[src/rtl/irq_pkg.sv]
package irq_pkg;
    parameter int unsigned DEF_NUM_SRC   = 22;
    parameter int unsigned DEF_MASK_BASE = 16;
    parameter int unsigned DEF_NMI_SLOT  = 1;
    parameter int unsigned DEF_SYNC_LEN  = 2;

    typedef enum logic [1:0] {
        WIN_NONE = 2'd0,
        WIN_NMI  = 2'd1,
        WIN_MASK = 2'd2
    } win_kind_e;
endpackage

[src/rtl/irq_nmi_sync.sv]
module irq_nmi_sync #(
    parameter int unsigned STAGES = 2
) (
    input  logic clk,
    input  logic rst_n,
    input  logic pin_n,
    output logic fall
);
    typedef struct packed {
        logic [STAGES-1:0] chain;
        logic              prev;
    } sync_t;

    sync_t s_q, s_d;

    always_comb begin
        s_d       = s_q;
        s_d.chain = {s_q.chain[STAGES-2:0], pin_n};
        s_d.prev  = s_q.chain[STAGES-1];
    end

    always_ff @(posedge clk or negedge rst_n) begin
        if (!rst_n) s_q <= '1;
        else        s_q <= s_d;
    end

    assign fall = s_q.prev & ~s_q.chain[STAGES-1];

    // an edge is reported for one cycle only
    p_edge_pulse_r7: assert property (@(posedge clk) disable iff (!rst_n)
        fall |=> !fall);
endmodule

[src/rtl/irq_lowest_pick.sv]
module irq_lowest_pick #(
    parameter int unsigned N     = 22,
    parameter int unsigned IDX_W = (N > 1) ? $clog2(N) : 1
) (
    input  logic [N-1:0]     req,
    output logic             hit,
    output logic [IDX_W-1:0] idx
);
    always_comb begin
        idx = '0;
        for (int i = N - 1; i >= 0; i--) begin
            if (req[i]) idx = i[IDX_W-1:0];
        end
        hit = |req;
    end
endmodule

[src/rtl/irq_prio_ctrl.sv]
module irq_prio_ctrl
    import irq_pkg::*;
#(
    parameter int unsigned NUM_SRC   = DEF_NUM_SRC,
    parameter int unsigned MASK_BASE = DEF_MASK_BASE,
    parameter int unsigned NMI_SLOT  = DEF_NMI_SLOT,
    parameter int unsigned SYNC_LEN  = DEF_SYNC_LEN,
    parameter int unsigned VEC_W     = $clog2(MASK_BASE + NUM_SRC)
) (
    input  logic               clk,
    input  logic               rst_n,
    input  logic [NUM_SRC-1:0] src_req,
    input  logic [NUM_SRC-1:0] src_en,
    input  logic               gie,
    input  logic               nmi_n,
    input  logic               ack,
    output logic               irq,
    output logic [VEC_W-1:0]   vector
);
    localparam int unsigned IDX_W = (NUM_SRC > 1) ? $clog2(NUM_SRC) : 1;
    localparam logic [VEC_W-1:0] BASE_V = VEC_W'(MASK_BASE);
    localparam logic [VEC_W-1:0] NMI_V  = VEC_W'(NMI_SLOT);

    typedef struct packed {
        logic             nmi_pend;
        logic             irq;
        logic [VEC_W-1:0] vector;
    } state_t;

    state_t            cur_q, cur_d;
    logic              nmi_fall;
    logic [NUM_SRC-1:0] live;
    logic              hit;
    logic [IDX_W-1:0]  idx;
    win_kind_e         win;
    logic [VEC_W-1:0]  win_vec;

    irq_nmi_sync #(.STAGES(SYNC_LEN)) u_sync (
        .clk   (clk),
        .rst_n (rst_n),
        .pin_n (nmi_n),
        .fall  (nmi_fall)
    );

    assign live = src_req & src_en & {NUM_SRC{gie}};

    irq_lowest_pick #(.N(NUM_SRC), .IDX_W(IDX_W)) u_pick (
        .req (live),
        .hit (hit),
        .idx (idx)
    );

    always_comb begin
        if (cur_q.nmi_pend) win = WIN_NMI;
        else if (hit)       win = WIN_MASK;
        else                win = WIN_NONE;

        unique case (win)
            WIN_NMI:  win_vec = NMI_V;
            WIN_MASK: win_vec = BASE_V + VEC_W'(idx);
            default:  win_vec = '0;
        endcase

        cur_d = cur_q;
        if (ack && win == WIN_NMI) cur_d.nmi_pend = 1'b0;
        if (nmi_fall)              cur_d.nmi_pend = 1'b1;
        if (ack)                   cur_d.vector   = win_vec;
        cur_d.irq = cur_d.nmi_pend | hit;
    end

    always_ff @(posedge clk or negedge rst_n) begin
        if (!rst_n) cur_q <= '0;
        else        cur_q <= cur_d;
    end

    assign irq    = cur_q.irq;
    assign vector = cur_q.vector;

    p_vec_hold_r9: assert property (@(posedge clk) disable iff (!rst_n)
        !ack |=> $stable(vector));

    p_nmi_vec_r8: assert property (@(posedge clk) disable iff (!rst_n)
        (ack && cur_q.nmi_pend) |=> vector == NMI_V);

    p_nmi_clear_r11: assert property (@(posedge clk) disable iff (!rst_n)
        (ack && cur_q.nmi_pend && !nmi_fall) |=> !cur_q.nmi_pend);

    p_gie_block_r4: assert property (@(posedge clk) disable iff (!rst_n)
        (!gie && !cur_q.nmi_pend && !nmi_fall) |=> !irq);

    p_idle_zero_r10: assert property (@(posedge clk) disable iff (!rst_n)
        (ack && !cur_q.nmi_pend && live == '0) |=> vector == '0);

    p_vec_range_r2: assert property (@(posedge clk) disable iff (!rst_n)
        vector == '0 || vector == NMI_V ||
        (vector >= BASE_V && vector < BASE_V + VEC_W'(NUM_SRC)));
endmodule

[config.mk]
export PLATFORM = sky130hd
export DESIGN_NAME = irq_prio_ctrl
export DESIGN_NICKNAME = d
export VERILOG_FILES = /design/src/rtl/irq_pkg.sv /design/src/rtl/irq_nmi_sync.sv /design/src/rtl/irq_lowest_pick.sv /design/src/rtl/irq_prio_ctrl.sv
export SDC_FILE = /design/constraint.sdc
export NUM_CORES = 1
export LEC_CHECK = 0
export ABC_CLOCK_PERIOD_IN_PS = 1700
export BUFFER_PORTS_ARGS = -buffer_cell sky130_fd_sc_hd__buf_2
export CAP_MARGIN = 20
export CORE_ASPECT_RATIO = 1.2
export CORE_MARGIN = 8
export CORE_UTILIZATION = 41
export CTS_CLUSTER_DIAMETER = 80
export CTS_CLUSTER_SIZE = 30
export DETAILED_ROUTE_END_ITERATION = 7
export PLACE_DENSITY = 0.78
export SETUP_SLACK_MARGIN = 0.3
export SKIP_CTS_REPAIR_TIMING = 1
export SYNTH_ARGS = -nofsm -noshare
export SYNTH_HDL_FRONTEND = slang
export SYNTH_SLANG_ARGS = --single-unit
[constraint.sdc]
create_clock -name clk -period 1.7 [get_ports clk]
set_input_delay 0.17 -clock clk [delete_from_list [all_inputs] [get_ports clk]]
set_output_delay 0.17 -clock clk [all_outputs]
set_load 0.05 [all_outputs]
==> summary.md <==
| Metric | Value |
|---|---|
| Status | finished, violations left |
| Failing checks | setup timing |
| TritonCTS clock tree | yes |
| Crit-path leading delay family | simple AND/OR/NAND/NOR gates |
| FF-to-FF path depth | 5 |
| Rows | 18 |
| Most used DFF post-synth | dfrtp_1 |
| Fin. Hold Viols | 0 |
| DP Worst Slack | -273 ps |
| Number of CTS-inserted buffers | 3 |
| Met2 usage in global routing | 0.282 |
| Clk Latency, worst-skew pair | 270 ps |
| WL final | 2980 um |
| Setup-failing EPs final | 2 |
| Placed insts | 178 |
| Hold Path Sink | vector[5]$_DFFE_PN0P_ |
| Largest net degree at the start of global routing | 12 |
| Syn Area/Cell | 8.27 sq um |
| Worst rel slew slack | 0.632 |
| P_int | 537 uW |
| Ant diodes | 0 |
| CP Buf/Inv Count | 1 |
| First-pass GRT wire length | 4620 um |
| Max Slew Vio Count | 0 |
| Max_cap viols | 0 |
| Worst Hold Launch | ack |
| Fin area | 1310 sq um |
| Initial Util | 0.425 |
| Core area | roughly 2000 sq um |
| RSZ-0062 raised after global routing | true |
| Die width | just under 60 um |
| Worst path slowest cell | or3b_4 |
| Pwr Density | 643 nW/um^2 |
| Die area | 3800 sq um |
| Clock-pin slew on the worst setup and hold paths | 60 ps |
| Busiest grt layer | met2 |
| Routing usage on met3 | 0.0486 |
| Max incr delay on CP | 440 ps |
| Layout cells sized above 1 | 0.494 |
| Switching Share | 0.360 |
| Initial antenna violation count | 0 |
| ANT nets after route | 0 |
| Measured slew at the worst slew-check pin | 538 ps |
| Critical Setup Path Class | in -> reg |
| Crit path max fanout | 3 |
| NetSw | approximately 300 uW |
| Min setup slack post-route | -20.4 ps |
| YS warnings | 0 |
| HPWL after DPL | about 2400 um |
| Pre-Repair DR Iteration Count | 4 |
| Root buf cell | clkbuf_4 |
| VDD IR-drop max | 519 uV |
| Vias in the first global route | 1120 |
| Final nets | 216 |
| Total gr overflow | 0 |
| Worst R2R Setup Slack | 210 ps |
| Hold depth | 2 |
| Combinational share of power | 0.436 |
| Post-synthesis async set-or-reset flop share | 1.00 |
| Met1 Usage GRT | 0.145 |
| Die Y | 65.9 um |
| Clock skew | 0.473 ps |
| Clk pwr share | 0.207 |
| Avg WL per Cell | 16.0 um |
| Iter 0 DRT Violations | 22 |
| Sequential area share after synthesis | 0.327 |
| Crit path cell chain | buf_6 > a22o_1 > o41ai_4 > or3b_4 > nor4b_4 > or2_1 > o32ai_1 |
| Via count | 1053 |
| Synth Cell Area | around 850 sq um |
| LEAKAGE | 0.000653 uW |
| Fmax | about 0.58 GHz |
| Tot GR Track Use | 0.149 |
| Minimum clock period | 1720 ps |
| Post-route core utilization | 0.651 |
| DRC | 0 |
| Syn nets | 152 |
| Final cell count without fillers | 186 |
| Placed instance area | 1160 sq um |
| Distinct cell type count after synthesis | 33 |
| Clock tree sinks | 11 |
| Critical path capture point type | flip-flop |
| Synth-to-Final Area Change | 53.2% |
| Critical Path RT | 1830 ps |
| CP Launch Type | input port |
| Vias per inst | between 5 and 6 |
| R2R Path Start | cur_q[7]$_DFF_PN0_ |
| Post-synthesis cell count | ~100 |
| RR Endpoint | vector[2]$_DFFE_PN0P_ |
| Global placer's final weighted congestion | 0.834 |
| Fin crit share | 1.01 |
| Hold Crit Class | in -> reg |
| IO Pins | 56 |
| Htree depth | 1 |
| Buffers added on ports | between 50 and 60 |
| Register share of total power | 0.357 |
| Clock Tree Buf Depth | 2 |
| Number of synthesized flops with an enable pin | 0 |
| Synthesis-stage register bit count | 11 |
| CP arrival | 1860 ps |
-- layout make-up --
cell class                 count  area (sq um)
sequential                    11           279
multi-input combinational     77           546
inverter                       6          22.5
timing repair buffer          68           407
fill                         176           699
tap                           20          25.0
clock buffer                   4          26.3
-- metrics by stage --
stage                     power, uW  hold WS [ps]  setup TNS [ps]
after detailed placement        627          46.8           -1160
after CTS                       806          -249               0
after global placement          617          39.7           -1040
after global routing            885           228            -151
final                           839           217           -22.4
after floorplan                 514          -126            -177
-- cell usage after synthesis, types with 2 or more instances --
| library cell | instances | share of area |
|---|---|---|
| a31oi_1 | 2 | 0.015 |
| o32ai_1 | 2 | 0.021 |
| dfstp_2 | 3 | 0.093 |
| a22oi_1 | 4 | 0.035 |
| inv_1 | 6 | 0.026 |
| o21ai_0 | 4 | 0.023 |
| nor2_1 | 5 | 0.022 |
| nand2b_1 | 2 | 0.015 |
| clkbuf_1 | 2 | 0.0088 |
| a21oi_1 | 5 | 0.029 |
| a32oi_1 | 4 | 0.041 |
| o22ai_1 | 3 | 0.022 |
| nand3_1 | 3 | 0.018 |
| buf_4 | 6 | 0.053 |
| dfrtp_1 | 8 | 0.23 |
| a22o_1 | 5 | 0.051 |
| nand2_1 | 23 | 0.10 |
-- metal layers --
metal	vias to the layer above	part of all wire
li1	509	-
met1	487	0.38
met2	52	0.52
met3	5	0.088
met4	0	0.013
met5	-	0
-- layout by cell type (no fill, tap or decap), drive strengths merged --
cell,count
o21ai,4
a32oi,4
nand4,1
nand2,23
a2111oi,1
nor2,5
or2,2
o22ai,3
o41ai,2
clkbuf,4
a22oi,4
dfrtp,8
o32ai,2
nand3,3
a31oi,2
nand2b,2
buf,66
or3b,1
a32o,1
o22a,1
a22o,6
inv,6
o2111ai,1
a21boi,2
a21oi,5
dlygate4sd3,2
dfstp,3
nor4b,1
nor2b,1
-- worst max-delay path by stage --
stage                startpoint  cells after the start  slack [ps]                     to
finish              src_req[11]                      7         -20  vector[2]$_DFFE_PN0P_
global route        src_req[11]                      7         -80  vector[2]$_DFFE_PN0P_
CTS                 src_req[11]                      7           5  vector[0]$_DFFE_PN0P_
detailed placement  src_req[11]                      7        -270  vector[0]$_DFFE_PN0P_
global placement    src_req[11]                      7        -230  vector[2]$_DFFE_PN0P_
floorplan           src_req[11]                      6         -70  vector[0]$_DFFE_PN0P_
-- power by group through the flow --
stage | combinational, uW | clock [uW] | sequential (uW)
after global routing | 395 | 189 | 301
after global placement | 315 | 0 | 302
after CTS | 326 | 181 | 299
final | 366 | 174 | 299
after detailed placement | 324 | 0 | 303
after floorplan | 209 | 0 | 305
-- state kept, by name, summed over array words and instances, names as in the netlist --
| signal | count |
|---|---|
| irq | 1 |
| u_sync.s_d | 2 |
| cur_q | 1 |
| vector | 6 |
| u_sync.s_q | 1 |
-- kinds of logic (layout without fill, tap and decap cells) --
group	after synthesis	after routing	share of synthesized area
buffers and inverters	15	78	0.0940
DFF	11	11	0.327
and+or+nand+nor	39	39	0.226
AOI/OAI and AO/OA	38	38	0.352
-- worst register-to-register path: stages (launching register included) --
cell and delay [ps]:
dfrtp_1 360, inv_1 70, nand2_1 100, or2_2 350, or2_1 240, o32ai_1 270
(Power assumes the default switching activity.)
